<file path="src/rtl/csk_pkg.sv">
package csk_pkg;
    // Per-cycle operation applied to the pointer and the slots
    typedef enum logic [1:0] {
        STK_HOLD,
        STK_SAVE,
        STK_RESTORE,
        STK_PORT
    } stk_op_e;

    // Source selected for the flag register
    typedef enum logic [1:0] {
        FSRC_HOLD,
        FSRC_RESTORE,
        FSRC_ALU,
        FSRC_PORT
    } flag_src_e;

    // What a port address points at
    typedef enum logic [1:0] {
        TGT_NONE,
        TGT_FLAG,
        TGT_PTR,
        TGT_ENTRY
    } port_tgt_e;
endpackage

</file>
<file path="src/rtl/csk_port_dec.sv">
module csk_port_dec
    import csk_pkg::*;
#(
    parameter int ADDR_W     = 3,
    parameter int DEPTH      = 4,
    parameter int FLAG_ADDR  = 0,
    parameter int PTR_ADDR   = 1,
    parameter int ENTRY_BASE = 4,
    localparam int PTR_W     = $clog2(DEPTH)
) (
    input  logic [ADDR_W-1:0] addr,
    output port_tgt_e         tgt,
    output logic [PTR_W-1:0]  idx
);
    localparam int ENTRY_END = ENTRY_BASE + DEPTH;

    always_comb begin
        tgt = TGT_NONE;
        idx = '0;
        if (int'(addr) == FLAG_ADDR) begin
            tgt = TGT_FLAG;
        end else if (int'(addr) == PTR_ADDR) begin
            tgt = TGT_PTR;
        end else if (int'(addr) >= ENTRY_BASE && int'(addr) < ENTRY_END) begin
            tgt = TGT_ENTRY;
            idx = PTR_W'(int'(addr) - ENTRY_BASE);
        end
    end
endmodule

</file>
<file path="src/rtl/csk_stack.sv">
module csk_stack
    import csk_pkg::*;
#(
    parameter int DEPTH  = 4,  // power of two: the pointer wraps by width
    localparam int PTR_W = $clog2(DEPTH)
) (
    input  logic             clk,
    input  logic             rst_n,
    input  stk_op_e          op,
    input  port_tgt_e        tgt,
    input  logic [PTR_W-1:0] port_idx,
    input  logic [PTR_W-1:0] port_ptr,
    input  logic             port_bit,
    input  logic             cur_flag,
    output logic [PTR_W-1:0] ptr_q,
    output logic [DEPTH-1:0] ent_q,
    output logic             restore_bit
);
    logic [PTR_W-1:0] ptr_dec;
    logic [PTR_W-1:0] ptr_inc;

    assign ptr_dec     = ptr_q - PTR_W'(1);
    assign ptr_inc     = ptr_q + PTR_W'(1);
    assign restore_bit = ent_q[ptr_dec];

    // Pointer register
    always_ff @(posedge clk or negedge rst_n) begin
        if (!rst_n) begin
            ptr_q <= '0;
        end else begin
            unique case (op)
                STK_SAVE:    ptr_q <= ptr_inc;
                STK_RESTORE: ptr_q <= ptr_dec;
                STK_PORT:    if (tgt == TGT_PTR) ptr_q <= port_ptr;
                STK_HOLD:    ;
            endcase
        end
    end

    // Save slots
    for (genvar i = 0; i < DEPTH; i++) begin : g_slot
        always_ff @(posedge clk or negedge rst_n) begin
            if (!rst_n) begin
                ent_q[i] <= 1'b0;
            end else begin
                unique case (op)
                    STK_SAVE:    if (ptr_q == PTR_W'(i)) ent_q[i] <= cur_flag;
                    STK_PORT:    if (tgt == TGT_ENTRY && port_idx == PTR_W'(i)) ent_q[i] <= port_bit;
                    STK_RESTORE: ;
                    STK_HOLD:    ;
                endcase
            end
        end
    end
endmodule

</file>
<file path="src/rtl/csk_flag.sv">
module csk_flag
    import csk_pkg::*;
(
    input  logic      clk,
    input  logic      rst_n,
    input  flag_src_e src,
    input  logic      restore_bit,
    input  logic      alu_bit,
    input  logic      port_bit,
    output logic      flag_q
);
    always_ff @(posedge clk or negedge rst_n) begin
        if (!rst_n) begin
            flag_q <= 1'b0;
        end else begin
            unique case (src)
                FSRC_RESTORE: flag_q <= restore_bit;
                FSRC_ALU:     flag_q <= alu_bit;
                FSRC_PORT:    flag_q <= port_bit;
                FSRC_HOLD:    ;
            endcase
        end
    end
endmodule

</file>
<file path="src/rtl/carry_save_stack.sv">
module carry_save_stack
    import csk_pkg::*;
#(
    parameter int DEPTH      = 4,
    parameter int DATA_W     = 4,
    parameter int ADDR_W     = 3,
    parameter int FLAG_ADDR  = 0,
    parameter int PTR_ADDR   = 1,
    parameter int ENTRY_BASE = 4
) (
    input  logic              clk,
    input  logic              rst_n,
    input  logic              alu_upd,
    input  logic              alu_carry,
    input  logic              alu_borrow,
    input  logic              int_take,
    input  logic              int_ret,
    input  logic              port_wr,
    input  logic              port_rd,
    input  logic [ADDR_W-1:0] port_addr,
    input  logic [DATA_W-1:0] port_wdata,
    output logic [DATA_W-1:0] port_rdata,
    output logic              carry_o
);
    localparam int PTR_W = $clog2(DEPTH);

    port_tgt_e        tgt;
    logic [PTR_W-1:0] idx;
    logic [PTR_W-1:0] ptr_q;
    logic [DEPTH-1:0] ent_q;
    logic             restore_bit;
    logic             flag_q;
    stk_op_e          stk_op;
    flag_src_e        fsrc;
    logic             unused_wdata;

    assign unused_wdata = ^port_wdata;

    csk_port_dec #(
        .ADDR_W(ADDR_W), .DEPTH(DEPTH), .FLAG_ADDR(FLAG_ADDR),
        .PTR_ADDR(PTR_ADDR), .ENTRY_BASE(ENTRY_BASE)
    ) u_dec (
        .addr(port_addr), .tgt(tgt), .idx(idx)
    );

    // Stack operation: return beats save, both beat software writes
    always_comb begin
        if (int_ret)
            stk_op = STK_RESTORE;
        else if (int_take)
            stk_op = STK_SAVE;
        else if (port_wr && (tgt == TGT_PTR || tgt == TGT_ENTRY))
            stk_op = STK_PORT;
        else
            stk_op = STK_HOLD;
    end

    // Flag source: return, then arithmetic, then software write
    always_comb begin
        if (int_ret)
            fsrc = FSRC_RESTORE;
        else if (alu_upd)
            fsrc = FSRC_ALU;
        else if (port_wr && tgt == TGT_FLAG)
            fsrc = FSRC_PORT;
        else
            fsrc = FSRC_HOLD;
    end

    csk_stack #(.DEPTH(DEPTH)) u_stack (
        .clk(clk), .rst_n(rst_n), .op(stk_op), .tgt(tgt),
        .port_idx(idx), .port_ptr(port_wdata[PTR_W-1:0]),
        .port_bit(port_wdata[0]), .cur_flag(flag_q),
        .ptr_q(ptr_q), .ent_q(ent_q), .restore_bit(restore_bit)
    );

    csk_flag u_flag (
        .clk(clk), .rst_n(rst_n), .src(fsrc), .restore_bit(restore_bit),
        .alu_bit(alu_carry | alu_borrow), .port_bit(port_wdata[0]),
        .flag_q(flag_q)
    );

    // Read path
    always_comb begin
        port_rdata = '0;
        if (port_rd) begin
            unique case (tgt)
                TGT_FLAG:  port_rdata = DATA_W'(flag_q);
                TGT_PTR:   port_rdata = DATA_W'(ptr_q);
                TGT_ENTRY: port_rdata = DATA_W'(ent_q[idx]);
                TGT_NONE:  port_rdata = '0;
            endcase
        end
    end

    assign carry_o = flag_q;
endmodule

</file>
<file path="config.mk">
export PLATFORM = sky130hd
export DESIGN_NAME = carry_save_stack
export DESIGN_NICKNAME = d
export VERILOG_FILES = /design/src/rtl/csk_pkg.sv /design/src/rtl/csk_port_dec.sv /design/src/rtl/csk_stack.sv /design/src/rtl/csk_flag.sv /design/src/rtl/carry_save_stack.sv
export SDC_FILE = /design/constraint.sdc
export NUM_CORES = 1
export LEC_CHECK = 0
export ABC_CLOCK_PERIOD_IN_PS = 2500
export BUFFER_PORTS_ARGS = -buffer_cell sky130_fd_sc_hd__buf_2
export CORE_ASPECT_RATIO = 1.1
export CORE_UTILIZATION = 35
export DETAILED_ROUTE_END_ITERATION = 7
export HOLD_SLACK_MARGIN = 0.05
export SLEW_MARGIN = 5
export SYNTH_ARGS = -nofsm -noshare
export SYNTH_HDL_FRONTEND = slang
export SYNTH_SLANG_ARGS = --single-unit
</file>
<file path="constraint.sdc">
create_clock -name clk -period 2.5 [get_ports clk]
set_clock_uncertainty 0.05 [all_clocks]
set_input_delay 0.25 -clock clk [delete_from_list [all_inputs] [get_ports clk]]
set_output_delay 0.25 -clock clk [all_outputs]
set_load 0.03 [all_outputs]
</file>
## Yosys cells after proc, flatten, opt, wreduce, memory -nomap -nowiden

Index checks and enable logic that the tools add are counted.

- Register bits after elaboration: 7

- $add $sub $neg: 3
- Magnitude comparators: 3
- Eq/ne operators: 25
- Multiplexer cells: 33
- Bitwise gates (word level): 1
- Reduce and logical (&&, ||, !) cells: 19

Operators by type and width:

| kind | count |
|---|---|
| 2-bit 2-to-1 mux | 13 |
| 2-bit equality test (second input constant) | 10 |
| 2-bit by 1-bit != test with 1-bit output (second input constant) | 8 |
| 4-bit one-hot mux with 4 select lines | 1 |
| 3-bit AND reduction | 4 |
| 2-bit by 1-bit equality test with 1-bit output (second input constant) | 5 |
| 1-bit 2-to-1 mux | 10 |
| 1-bit one-hot mux with 2 select lines | 4 |
| 1-bit logical AND | 6 |
| 2-bit logical NOT | 3 |
| 2-bit by 3-bit < comparator with 1-bit output (second input constant) | 2 |
| 2-bit one-hot mux with 3 select lines | 1 |
| 3-bit nonzero test | 2 |
| 1-bit binary-select mux with 2-bit select | 2 |
| 4-bit 2-to-1 mux | 1 |
| 2-bit by 1-bit subtractor with 2-bit output (second input constant) | 2 |
| 3-bit by 2-bit equality test with 1-bit output (second input constant) | 1 |
| 3-bit greater-or-equal comparator (second input constant) | 1 |
| 3-bit logical NOT | 1 |
| 1-bit one-hot mux with 3 select lines | 1 |
| 2-bit by 1-bit adder with 2-bit output (second input constant) | 1 |
| 2-bit != test (second input constant) | 1 |
| 2-bit AND reduction | 1 |
| 2-bit nonzero test | 1 |
| 2 further kinds | 2 |

## Longest topological paths before layout

Gate-level depths: netlist of the first run.

- Word-level depth: 13
- Depth in mapped cells: 5

## Cells and area by module

Synthesis of the first run repeated with hierarchy kept, for this count alone.

- Cells, all modules: 68
- Area total of the unflattened synthesis: 666.9 um^2

By module, submodules not included:

| module | times used | cells an instance | area an instance (um^2) | seq. area each (um^2) |
|---|---|---|---|---|
| csk_stack | 1 | 39 | 445.4 | 150.1 |
| carry_save_stack | 1 | 22 | 141.4 | 0.0 |
| csk_flag | 1 | 2 | 47.5 | 25.0 |
| csk_port_dec | 1 | 5 | 32.5 | 0.0 |

## Worst setup path before layout of the first run

No wires, ideal clock.

- Path type: register to output
- Start point: reg u_flag.flag_q
- End point: out port_rdata[0]
- Data arrival time: 1.270 ns
- Required time: 2.200 ns
- Slack: 0.930 ns
- Stages on the path, launching flop included: 5
- Path buffers: 0
- Cell sequence: dfrtp_1 mux2i_1 nor3_1 a21oi_1 nor2b_1

- Word-level cells in the longest chain between the ends: 2

Ends and longest elaborated chain:

| item | line | RTL |
|---|---|---|
| from (decl) | csk_flag.sv:10 | `output logic flag_q` |
| from (signal assigned) | csk_flag.sv:17 | `FSRC_RESTORE: flag_q <= restore_bit;` |
| from (signal assigned) | csk_flag.sv:18 | `FSRC_ALU: flag_q <= alu_bit;` |
| from (signal assigned) | csk_flag.sv:19 | `FSRC_PORT: flag_q <= port_bit;` |
| 4-bit one-hot mux with 4 select lines | carry_save_stack.sv:87 | `unique case (tgt)` |
| 4-bit 2-to-1 mux | carry_save_stack.sv:86 | `if (port_rd) begin` |
| to (decl) | carry_save_stack.sv:22 | `output logic [DATA_W-1:0] port_rdata,` |

No other way between the ends. The select of a mux whose other input is x is not followed.

## Worst setup path in the final report of the first run

- Start point: reg u_stack.ent_q[1]
- End point: out port_rdata[0]

- Word-level cells in the longest chain between the ends: 4

Ends and longest elaborated chain:

| item | line | RTL |
|---|---|---|
| from (decl) | csk_stack.sv:16 | `output logic [DEPTH-1:0] ent_q,` |
| from (signal, indexed assignment) | csk_stack.sv:47 | `STK_SAVE: if (ptr_q == PTR_W'(i)) ent_q[i] <= cur_flag;` |
| from (signal, indexed assignment) | csk_stack.sv:48 | `STK_PORT: if (tgt == TGT_ENTRY && port_idx == PTR_W'(i)) ent_q[i] <= port_bit;` |
| 1-bit binary-select mux with 2-bit select | carry_save_stack.sv:90 | `TGT_ENTRY: port_rdata = DATA_W'(ent_q[idx]);` |
| 1-bit 2-to-1 mux (not written as such) | carry_save_stack.sv:90 |  |
| 4-bit one-hot mux with 4 select lines | carry_save_stack.sv:87 |  |
| 4-bit 2-to-1 mux | carry_save_stack.sv:86 |  |

No other way between the ends. The select of a mux whose other input is x is not followed.

==> run summary, run 1 <==
Yosys warning total = 0
M1 WL = 684 um
Fin util = 44.0%
Die height = 48.2 um
Maximum clock path buffer count = 2
Setup Buffers After CTS = 0
DRT iter0 DRCs = 8
Buffers on Ports = 16
Die width = 44.0 um
Post-synthesis register bit count = 7
GR Overflow Total = 0
Max Slew Vio Count = 0
Met2 wire length = 688 um
# clock sinks = 7
Avg Cell Area, Syn = 9.71 um2
Max-cap viol count = 0
RSZ-0062 raised after global routing = no
Pre-CTS setup slack = 0.865 ns
Worst hold margin = 0.189 ns
Largest net degree at the start of global routing = 14
Register area share after synthesis = 25.8%
Fill cells = 177
Global-route wire length before repair = 2300 um
Final hold vios = 0
Cts repair resizes = 0
Hold Crit Class = input pin to register
Vias = 581
Setup crit start = u_stack.ent_q[1]$_DFFE_PN0P_
Root Buffer Master = clkbuf_4
Post-synth EDFFs = 0
Sum Neg Setup Slack = 0 ns
GRT Total Usage = 15.4%
Crit-path max FO = 3
Final Cycle Share = 72.1%
Run status = finished, final reports clean
Ant. Diodes = 0
Routed met3 length = 45 um
Die ar. = 2120 um2
Top sig layer = met4
Final wirelength = 1470 um
I/O Pins = 21
Rows = 16
Drt wl/cell = 14.0 um
Hpwl dp = 1140 um
Ys async rst share = 100%
CTS tree = done
Min cycle time layout = 1.80 ns
Layout cells sized above 1 = 37.9%
Remaining DRCs = 0
Antenna viol nets, final = 0
Htree depth = 1
Number of library cell types mapped by synthesis = 38
Final worst setup slack = 0.698 ns
Worst-Skew Late Latency = 0.26 ns
Critical Path End Type = primary output
Hold Crit Start = alu_upd
Pwr per Cell Area = 821 nW/um2
CP required = 2.20 ns
Pre-antenna DRT Iters = 4
Post-Syn Instances = 70
Routability cong. = 0.735
Startpoint Class = register
Area growth syn-to-layout = 16.6%
Final setup violation count = 0
CTS hold repair buffers = 1
Worst R2R Start = u_stack.ptr_q[0]$_DFFE_PN0P_
Top FF cell, synth = dfrtp_1
Crit path kind = register to primary output
Fmax = 555 MHz
Initial antenna violation count = 0
Post-synthesis cell area = 679 um2
Clk slew on worst S/H paths = 0.06 ns
Final #Nets = 108
Core area = 1800 um2
Flop-to-flop setup slack = 0.96 ns
Drt via density = 5.53
TritonCTS Buffers = 3
VDD IR-drop max = 330 uV
Leak Pwr = 0.363 nW
Vias in the first global route = 526
Crit path DAT = 1.50 ns
Starting Density = 37.7%
cells by family after synthesis:
family / count (synthesis) / share of synthesized area (%)
AND/OR/NAND/NOR: 24 / 21.7
AO/OA/AOI/OAI: 18 / 23.9
buffers and inverters: 9 / 6.63
flip-flops: 7 / 25.8
multiplexers: 6 / 12.7
adder cells (fa/ha/maj): 4 / 7.37
other: 1 / 0.552
XOR/XNOR: 1 / 1.29
registers in the layout, summed over array words and instances (netlist names):
register / flops
u_flag.flag_q: 1
u_stack.ent_q: 4
u_stack.ptr_q: 2
layer usage:
layer  vias to the layer above  track usage, %
met3                         5            1.11
met5                         -               0
met1                       268            20.5
met4                         0            10.9
li1                        292               -
met2                        16            24.1
critical path: stages, from the launching register on:
cell	delay (ns)
dfrtp_1	0.40
mux4_2	0.46
a21oi_1	0.15
nor2b_1	0.05
buf_2	0.17
synthesized netlist by cell type (all sizes together) (2+ instances only):
cell | n | share of area [%]
buf | 5 | 4.4
nor3 | 2 | 1.5
mux2i | 3 | 4.4
and2 | 3 | 3.5
dfrtp | 7 | 26
a21oi | 3 | 2.2
nor2b | 3 | 4.2
a31oi | 2 | 1.8
ha | 4 | 7.4
nor2 | 6 | 3.7
nand2 | 5 | 2.8
mux4 | 2 | 6.6
a221oi | 2 | 4.4
inv | 4 | 2.2
area by class of cell:
cell class	instances	area [um2]	area share, %
multi-input cells	55	463	58.5
flip-flops and latches	7	175	22.1
repair buffers	17	90.1	11.4
clock buffers	4	26.3	3.32
well taps	18	22.5	2.84
inverters	4	15.0	1.90
layout by cell type (no fill, tap or decap), drive strengths merged, types with 2 or more instances in the layout:
cell / count
a221oi: 2
nand2: 5
a31oi: 2
nor2b: 3
and2: 3
mux4: 2
a21oi: 3
clkbuf: 4
conb: 2
nor3: 2
buf: 16
dfrtp: 7
mux2i: 3
ha: 4
inv: 4
nor2: 6
where the power goes:
group | internal (mW) | total [mW] | switching (mW)
combinational | 0.156 | 0.317 | 0.161
clock | 0.0614 | 0.111 | 0.0495
sequential | 0.166 | 0.222 | 0.0558
total | 0.384 | 0.650 | 0.267
final timing paths:
| path | endpoint | cells past startpoint |
|---|---|---|
| max reg2reg | u_flag.flag_q$_DFFE_PN0P_ | 5 |
| max in group asynchronous | u_stack.ent_q[3]$_DFFE_PN0P_ | 2 |
| max | port_rdata[0] | 4 |
| min | u_flag.flag_q$_DFFE_PN0P_ | 3 |
| min in group asynchronous | u_flag.flag_q$_DFFE_PN0P_ | 2 |
| min reg2reg | u_stack.ent_q[0]$_DFFE_PN0P_ | 2 |
metrics by stage:
stage	area (um2)	std cells	power [mW]
floorplan	683	71	0.461
global placement	756	100	0.534
detailed placement	756	100	0.541
CTS	792	105	0.652
global route	792	105	0.701
finish	792	105	0.650
(Power assumes the default switching activity.)
==> run 2: changes to the inputs <==
--- a/config.mk
+++ b/config.mk
@@ -5,7 +5,7 @@
 export SDC_FILE = /design/constraint.sdc
 export NUM_CORES = 1
 export LEC_CHECK = 0
-export ABC_CLOCK_PERIOD_IN_PS = 2500
+export ABC_CLOCK_PERIOD_IN_PS = 1700
 export BUFFER_PORTS_ARGS = -buffer_cell sky130_fd_sc_hd__buf_2
 export CORE_ASPECT_RATIO = 1.1
 export CORE_UTILIZATION = 35
==> constraint.sdc (replaced) <==
create_clock -name clk -period 1.7 [get_ports clk]
set_clock_uncertainty 0.05 [all_clocks]
set_input_delay 0.17 -clock clk [delete_from_list [all_inputs] [get_ports clk]]
set_output_delay 0.17 -clock clk [all_outputs]
set_load 0.03 [all_outputs]
==> run summary, run 2 (synthesis gave the netlist of run 1 again) <==
# clock sinks = 7 (unchanged)
Total Power = 0.989 mW (+52%)
Most frequent cells in the layout = buf_2, dfrtp_1, nor2_1, nand2_1
Area growth syn-to-layout = 19.7%
Biggest register = u_stack.ent_q
Fill cells = 183 (+3.4%)
Vias in the first global route = 493 (-6.3%)
Layout Cells excl Fill = 107 (+1.9%)
Ant. Diodes = 0 (unchanged)
CTS tree = done
Critical Path End Type = primary output
GR Overflow Total = 0 (unchanged)
Crit path kind = register to primary output
Final wirelength = 1450 um (-1.3%)
Final setup violation count = 0 (unchanged)
Vias = 577 (-0.69%)
Top Registers = u_stack.ent_q (4), u_stack.ptr_q (2), u_flag.flag_q (1)
VDD IR-drop max = 424 uV (+29%)
Pwr per Cell Area = 1220 nW/um2 (+48%)
Hpwl dp = 1110 um (-1.9%)
Buffers on Ports = 16 (unchanged)
Final Cycle Share = 98.3%
Global-route wire length before repair = 2250 um (-2.1%)
Die width = 44.0 um (unchanged)
TritonCTS Buffers = 3 (unchanged)
Setup crit start = u_stack.ent_q[1]$_DFFE_PN0P_
Maximum clock path buffer count = 2 (unchanged)
Crit path max-delay cell type = mux4_2
Critical path cell sequence = mux4_2 > a21oi_2 > nor2b_1 > buf_4
Sum Neg Setup Slack = 0 ns (unchanged)
Final #Nets = 110 (+1.9%)
Leading cell type in the layout, fill and taps excluded = buf_2
Core area = 1800 um2 (unchanged)
DRT iter0 DRCs = 7 (-1)
Run status = finished, final reports clean
Largest net degree at the start of global routing = 14 (unchanged)
Worst-Skew Late Latency = 0.25 ns (about the same)
Initial antenna violation count = 0 (unchanged)
Die ar. = 2120 um2 (unchanged)
Max Slew Vio Count = 0 (unchanged)
Root Buffer Master = clkbuf_4
Routability cong. = 0.770 (+4.8%)
Drt via density = 5.39 (-2.5%)
Dpl cells = 100 (unchanged)
Remaining DRCs = 0 (unchanged)
Htree depth = 1 (unchanged)
Worst Reg-to-Reg Cells = 5 (unchanged)
Worst R2R Start = u_stack.ptr_q[0]$_DFFE_PN0P_
Starting Density = 37.7% (unchanged)
Pre-CTS setup slack = 0.197 ns (-0.668 ns)
Max FFs per register = 4 (unchanged)
Fin util = 45.1% (+1.2 points)
Hold Crit Class = input pin to register
Hold Crit Start = alu_upd
Layout cells sized above 1 = 40.4% (+2.5 points)
Min cycle time layout = 1.67 ns
CP required = 1.48 ns (-0.72 ns)
Worst hold stages = 3 (unchanged)
Fmax = 599 MHz
Die height = 48.2 um (unchanged)
Drt wl/cell = 13.5 um (-3.1%)
Crit path DAT = 1.45 ns (-0.05 ns)
Final worst setup slack = 0.0296 ns (-0.668 ns)
Final hold vios = 0 (unchanged)
Clk slew on worst S/H paths = 0.06 ns (about the same)
GRT Total Usage = 14.8% (-0.65 points)
Crit-path max FO = 3 (unchanged)
RSZ-0062 raised after global routing = yes
I/O Pins = 21 (unchanged)
Max incr delay on CP = 0.48 ns (+0.02 ns)
Rows = 16 (unchanged)
Max-cap viol count = 0 (unchanged)
Leak Pwr = 0.373 nW (+2.9%)
Antenna viol nets, final = 0 (unchanged)
Startpoint Class = register
Pre-antenna DRT Iters = 2 (-2)
==> run 2: worst max-delay path: cells and delay by family (launching register included) <==
family	cells	cell delay, ns
muxes	1	0.48
DFF	1	0.39
buffers and inverters	1	0.16
AOI/OAI and AO/OA	1	0.12
and+or+nand+nor	1	0.05
==> run 2: per-layer routing <==
layer | wire [um] | vias to the layer above | GRT usage [%] | share of wire [%]
li1 | - | 295 | - | -
met1 | 644 | 269 | 18.7 | 44
met2 | 750 | 11 | 25.9 | 52
met3 | 33 | 2 | 2.22 | 2.3
met4 | 19 | 0 | 5.45 | 1.3
met5 | 0 | - | 0 | 0
==> run 2: final cells by class <==
class / instances / area, um2 / area share (%)
Sequential cell: 7 / 175 / 21.5
Tap cell: 18 / 22.5 / 2.77
Clock buffer: 4 / 26.3 / 3.23
Multi-Input combinational cell: 55 / 467 / 57.4
Timing Repair Buffer: 19 / 108 / 13.2
Inverter: 4 / 15.0 / 1.85
==> run 2: timing repair <==
action / 4_1_cts / 5_1_grt
pin swaps: 0 / 1
setup buffers: 2 / 0
hold buffers: 1 / 0
gates resized for setup: 2 / 0
hold endpoints to repair: 7 / 0
setup endpoints to repair: 1 / 1
==> run 2: power by group <==
group          internal (mW)  switching [mW]
clock network         0.0899          0.0662
registers              0.244          0.0735
logic                  0.260           0.255
total                  0.594           0.395
==> run 2: stage by stage <==
| step | hold WS (ns) | cell area [um2] |
|---|---|---|
| after floorplan | -0.176 | 683 |
| after global placement | -0.0359 | 756 |
| after global routing | 0.162 | 813 |
| final | 0.125 | 813 |
| after CTS | 0.119 | 813 |
| after detailed placement | -0.0339 | 756 |
==> run 2: path summary, 6_finish.rpt <==
kind,to,slack [ns]
setup reg to reg,u_flag.flag_q$_DFFE_PN0P_,0.20
hold / removal,u_flag.flag_q$_DFFE_PN0P_,0.12
max in group asynchronous,u_flag.flag_q$_DFFE_PN0P_,1.22
min in group asynchronous,u_stack.ent_q[3]$_DFFE_PN0P_,0.22
hold reg to reg,u_stack.ent_q[0]$_DFFE_PN0P_,0.54
setup / recovery,port_rdata[0],0.03
==> run 3: changes to the inputs <==
--- a/config.mk
+++ b/config.mk
@@ -7,10 +7,13 @@
 export LEC_CHECK = 0
 export ABC_CLOCK_PERIOD_IN_PS = 1700
 export BUFFER_PORTS_ARGS = -buffer_cell sky130_fd_sc_hd__buf_2
-export CORE_ASPECT_RATIO = 1.1
+export CELL_PAD_IN_SITES_DETAIL_PLACEMENT = 0
+export CELL_PAD_IN_SITES_GLOBAL_PLACEMENT = 1
+export CORE_MARGIN = 2
 export CORE_UTILIZATION = 35
 export DETAILED_ROUTE_END_ITERATION = 7
 export HOLD_SLACK_MARGIN = 0.05
+export PLACE_DENSITY_LB_ADDON = 0.1
 export SLEW_MARGIN = 5
 export SYNTH_ARGS = -nofsm -noshare
 export SYNTH_HDL_FRONTEND = slang
==> run summary, run 3 (synthesis gave the netlist of run 1 again) <==
Worst Reg-to-Reg Cells = 5 (unchanged)
Setup crit start = u_stack.ent_q[0]$_DFFE_PN0P_
Final wirelength = 1530 um (+5.8%)
CTS tree = done
Area growth syn-to-layout = 22.1%
Buf/Inv on CP = 1 (unchanged)
GR Overflow Total = 0 (unchanged)
Startpoint Class = register
Core area = 1780 um2 (-1.0%)
Largest net degree at the start of global routing = 13 (-1)
Critical path cell sequence = mux4_2 > a21oi_2 > nor2b_1 > buf_4
Final hold vios = 0 (unchanged)
Max Slew Vio Count = 0 (unchanged)
Worst hold stages = 3 (unchanged)
Max incr delay on CP = 0.47 ns (about the same)
GRT Total Usage = 14.9% (+0.10 points)
Buffers on Ports = 16 (unchanged)
Max FFs per register = 4 (unchanged)
Largest delay contributor family on the critical path = multiplexers
Flop-to-flop setup slack = 0.16 ns (-0.04 ns)
Maximum clock path buffer count = 2 (unchanged)
Crit path DAT = 1.46 ns (about the same)
Fill cells = 192 (+4.9%)
Crit path kind = register to primary output
Biggest register = u_stack.ent_q
CP required = 1.48 ns (about the same)
I/O Pins = 21 (unchanged)
Hold Crit Class = input pin to register
Run status = finished, final reports clean
Final Cycle Share = 98.7% (+0.47 points)
Leak Pwr = 0.377 nW (+1.2%)
Final setup violation count = 0 (unchanged)
Hold Crit Start = alu_upd
Routability cong. = 0.696 (-9.7%)
Drt wl/cell = 13.3 um (-1.6%)
Die height = 48.1 um (-0.31%)
Worst-Skew Late Latency = 0.24 ns (about the same)
Hpwl dp = 1170 um (+5.1%)
Pwr per Cell Area = 1190 nW/um2 (-1.7%)
Hold endpoint = u_flag.flag_q$_DFFE_PN0P_
Rows = 15 (-1)
Max-cap viol count = 0 (unchanged)
Starting Density = 38.1% (+0.40 points)
Ant. Diodes = 0 (unchanged)
Initial antenna violation count = 0 (unchanged)
Antenna viol nets, final = 0 (unchanged)
Worst R2R Start = u_stack.ptr_q[0]$_DFFE_PN0P_
Top Registers = u_stack.ent_q (4), u_stack.ptr_q (2), u_flag.flag_q (1)
Pre-antenna DRT Iters = 2 (unchanged)
Die width = 48.1 um (+9.2%)
TritonCTS Buffers = 3 (unchanged)
Vias = 565 (-2.1%)
Dpl cells = 108 (+8.0%)
Clk slew on worst S/H paths = 0.05 ns (about the same)
Layout cells sized above 1 = 41.1% (+0.66 points)
Fmax = 596 MHz (-0.47%)
Crit-path max FO = 3 (unchanged)
Drt via density = 4.91 (-8.9%)
Root Buffer Master = clkbuf_4
Vias in the first global route = 478 (-3.0%)
# clock sinks = 7 (unchanged)
Die ar. = 2310 um2 (+8.9%)
Final #Nets = 111 (+0.91%)
Crit path max-delay cell type = mux4_2
DRT iter0 DRCs = 4 (-3)
Pre-CTS setup slack = 0.148 ns (-0.0492 ns)
Layout Cells excl Fill = 115 (+7.5%)
Final worst setup slack = 0.0217 ns (-0.00791 ns)
Global-route wire length before repair = 2280 um (+1.5%)
Critical Path End Type = primary output
Htree depth = 1 (unchanged)
Min cycle time layout = 1.68 ns (+0.00791 ns)
Worst hold margin = 0.135 ns (+0.0101 ns)
Most frequent cells in the layout = buf_2, dfrtp_1, nor2_1, nand2_1
RSZ-0062 raised after global routing = yes
Leading cell type in the layout, fill and taps excluded = buf_2
R2R Path End = u_flag.flag_q$_DFFE_PN0P_
VDD IR-drop max = 735 uV (+73%)
Remaining DRCs = 0 (unchanged)
-- run 3: layout make-up --
class / instances / area (um2) / area share, %
multi-input combinational: 55 / 467 / 56.3
sequential: 7 / 175 / 21.1
timing repair buffer: 20 / 115 / 13.9
tap: 25 / 31.3 / 3.77
clock buffer: 4 / 26.3 / 3.17
inverter: 4 / 15.0 / 1.81
-- run 3: per-layer routing --
metal / vias up / part of all wire (%) / routed length (um) / GRT usage [%]
met5: - / 0 / 0 / 0
met1: 255 / 53 / 809 / 22.4
met4: 0 / 0.78 / 12 / 8.11
met3: 2 / 3.7 / 57 / 1.13
li1: 295 / - / - / -
met2: 13 / 43 / 653 / 20.8
-- run 3: report_power, final --
group / total, mW / switching, mW / internal, mW / leakage (nW)
registers: 0.337 / 0.0924 / 0.245 / 0.0805
clock network: 0.141 / 0.0522 / 0.0890 / 0.0150
logic: 0.513 / 0.252 / 0.261 / 0.282
total: 0.991 / 0.397 / 0.594 / 0.377
-- run 3: worst max-delay path by stage --
stage / end / slack [ns] / cells past startpoint
floorplan: port_rdata[0] / 0.21 / 4
global placement: u_flag.flag_q$_DFFE_PN0P_ / 0.15 / 5
detailed placement: u_flag.flag_q$_DFFE_PN0P_ / 0.15 / 5
CTS: port_rdata[0] / 0.008 / 4
global route: port_rdata[0] / -0.05 / 4
finish: port_rdata[0] / 0.02 / 4
-- run 3: worst reg2reg max path: cells and delay by family, from the launching register on --
kind | cells | cell delay (ns)
fa+ha+maj | 1 | 0.34
buf+inv | 1 | 0.11
mux | 1 | 0.31
flops | 1 | 0.50
simple gates | 2 | 0.13
-- run 3: per-stage QoR --
step	utilization [%]	setup TNS (ns)	instance area, um2	total power [mW]
6_report	46.5	0	830	0.991
5_1_grt	46.5	-0.0456	830	1.08
4_1_cts	46.1	0	822	0.988
3_5_place_dp	43.3	0	772	0.810
3_3_place_gp	43.3	0	772	0.809
2_1_floorplan	-	0	683	0.678
-- run 3: repair_timing --
action,CTS,global route
resized for setup,2,0
hold buffers,1,0
setup buffers,1,1
endpoints found under the hold margin,7,0
endpoints found under the setup margin,1,1
pin swaps,1,0
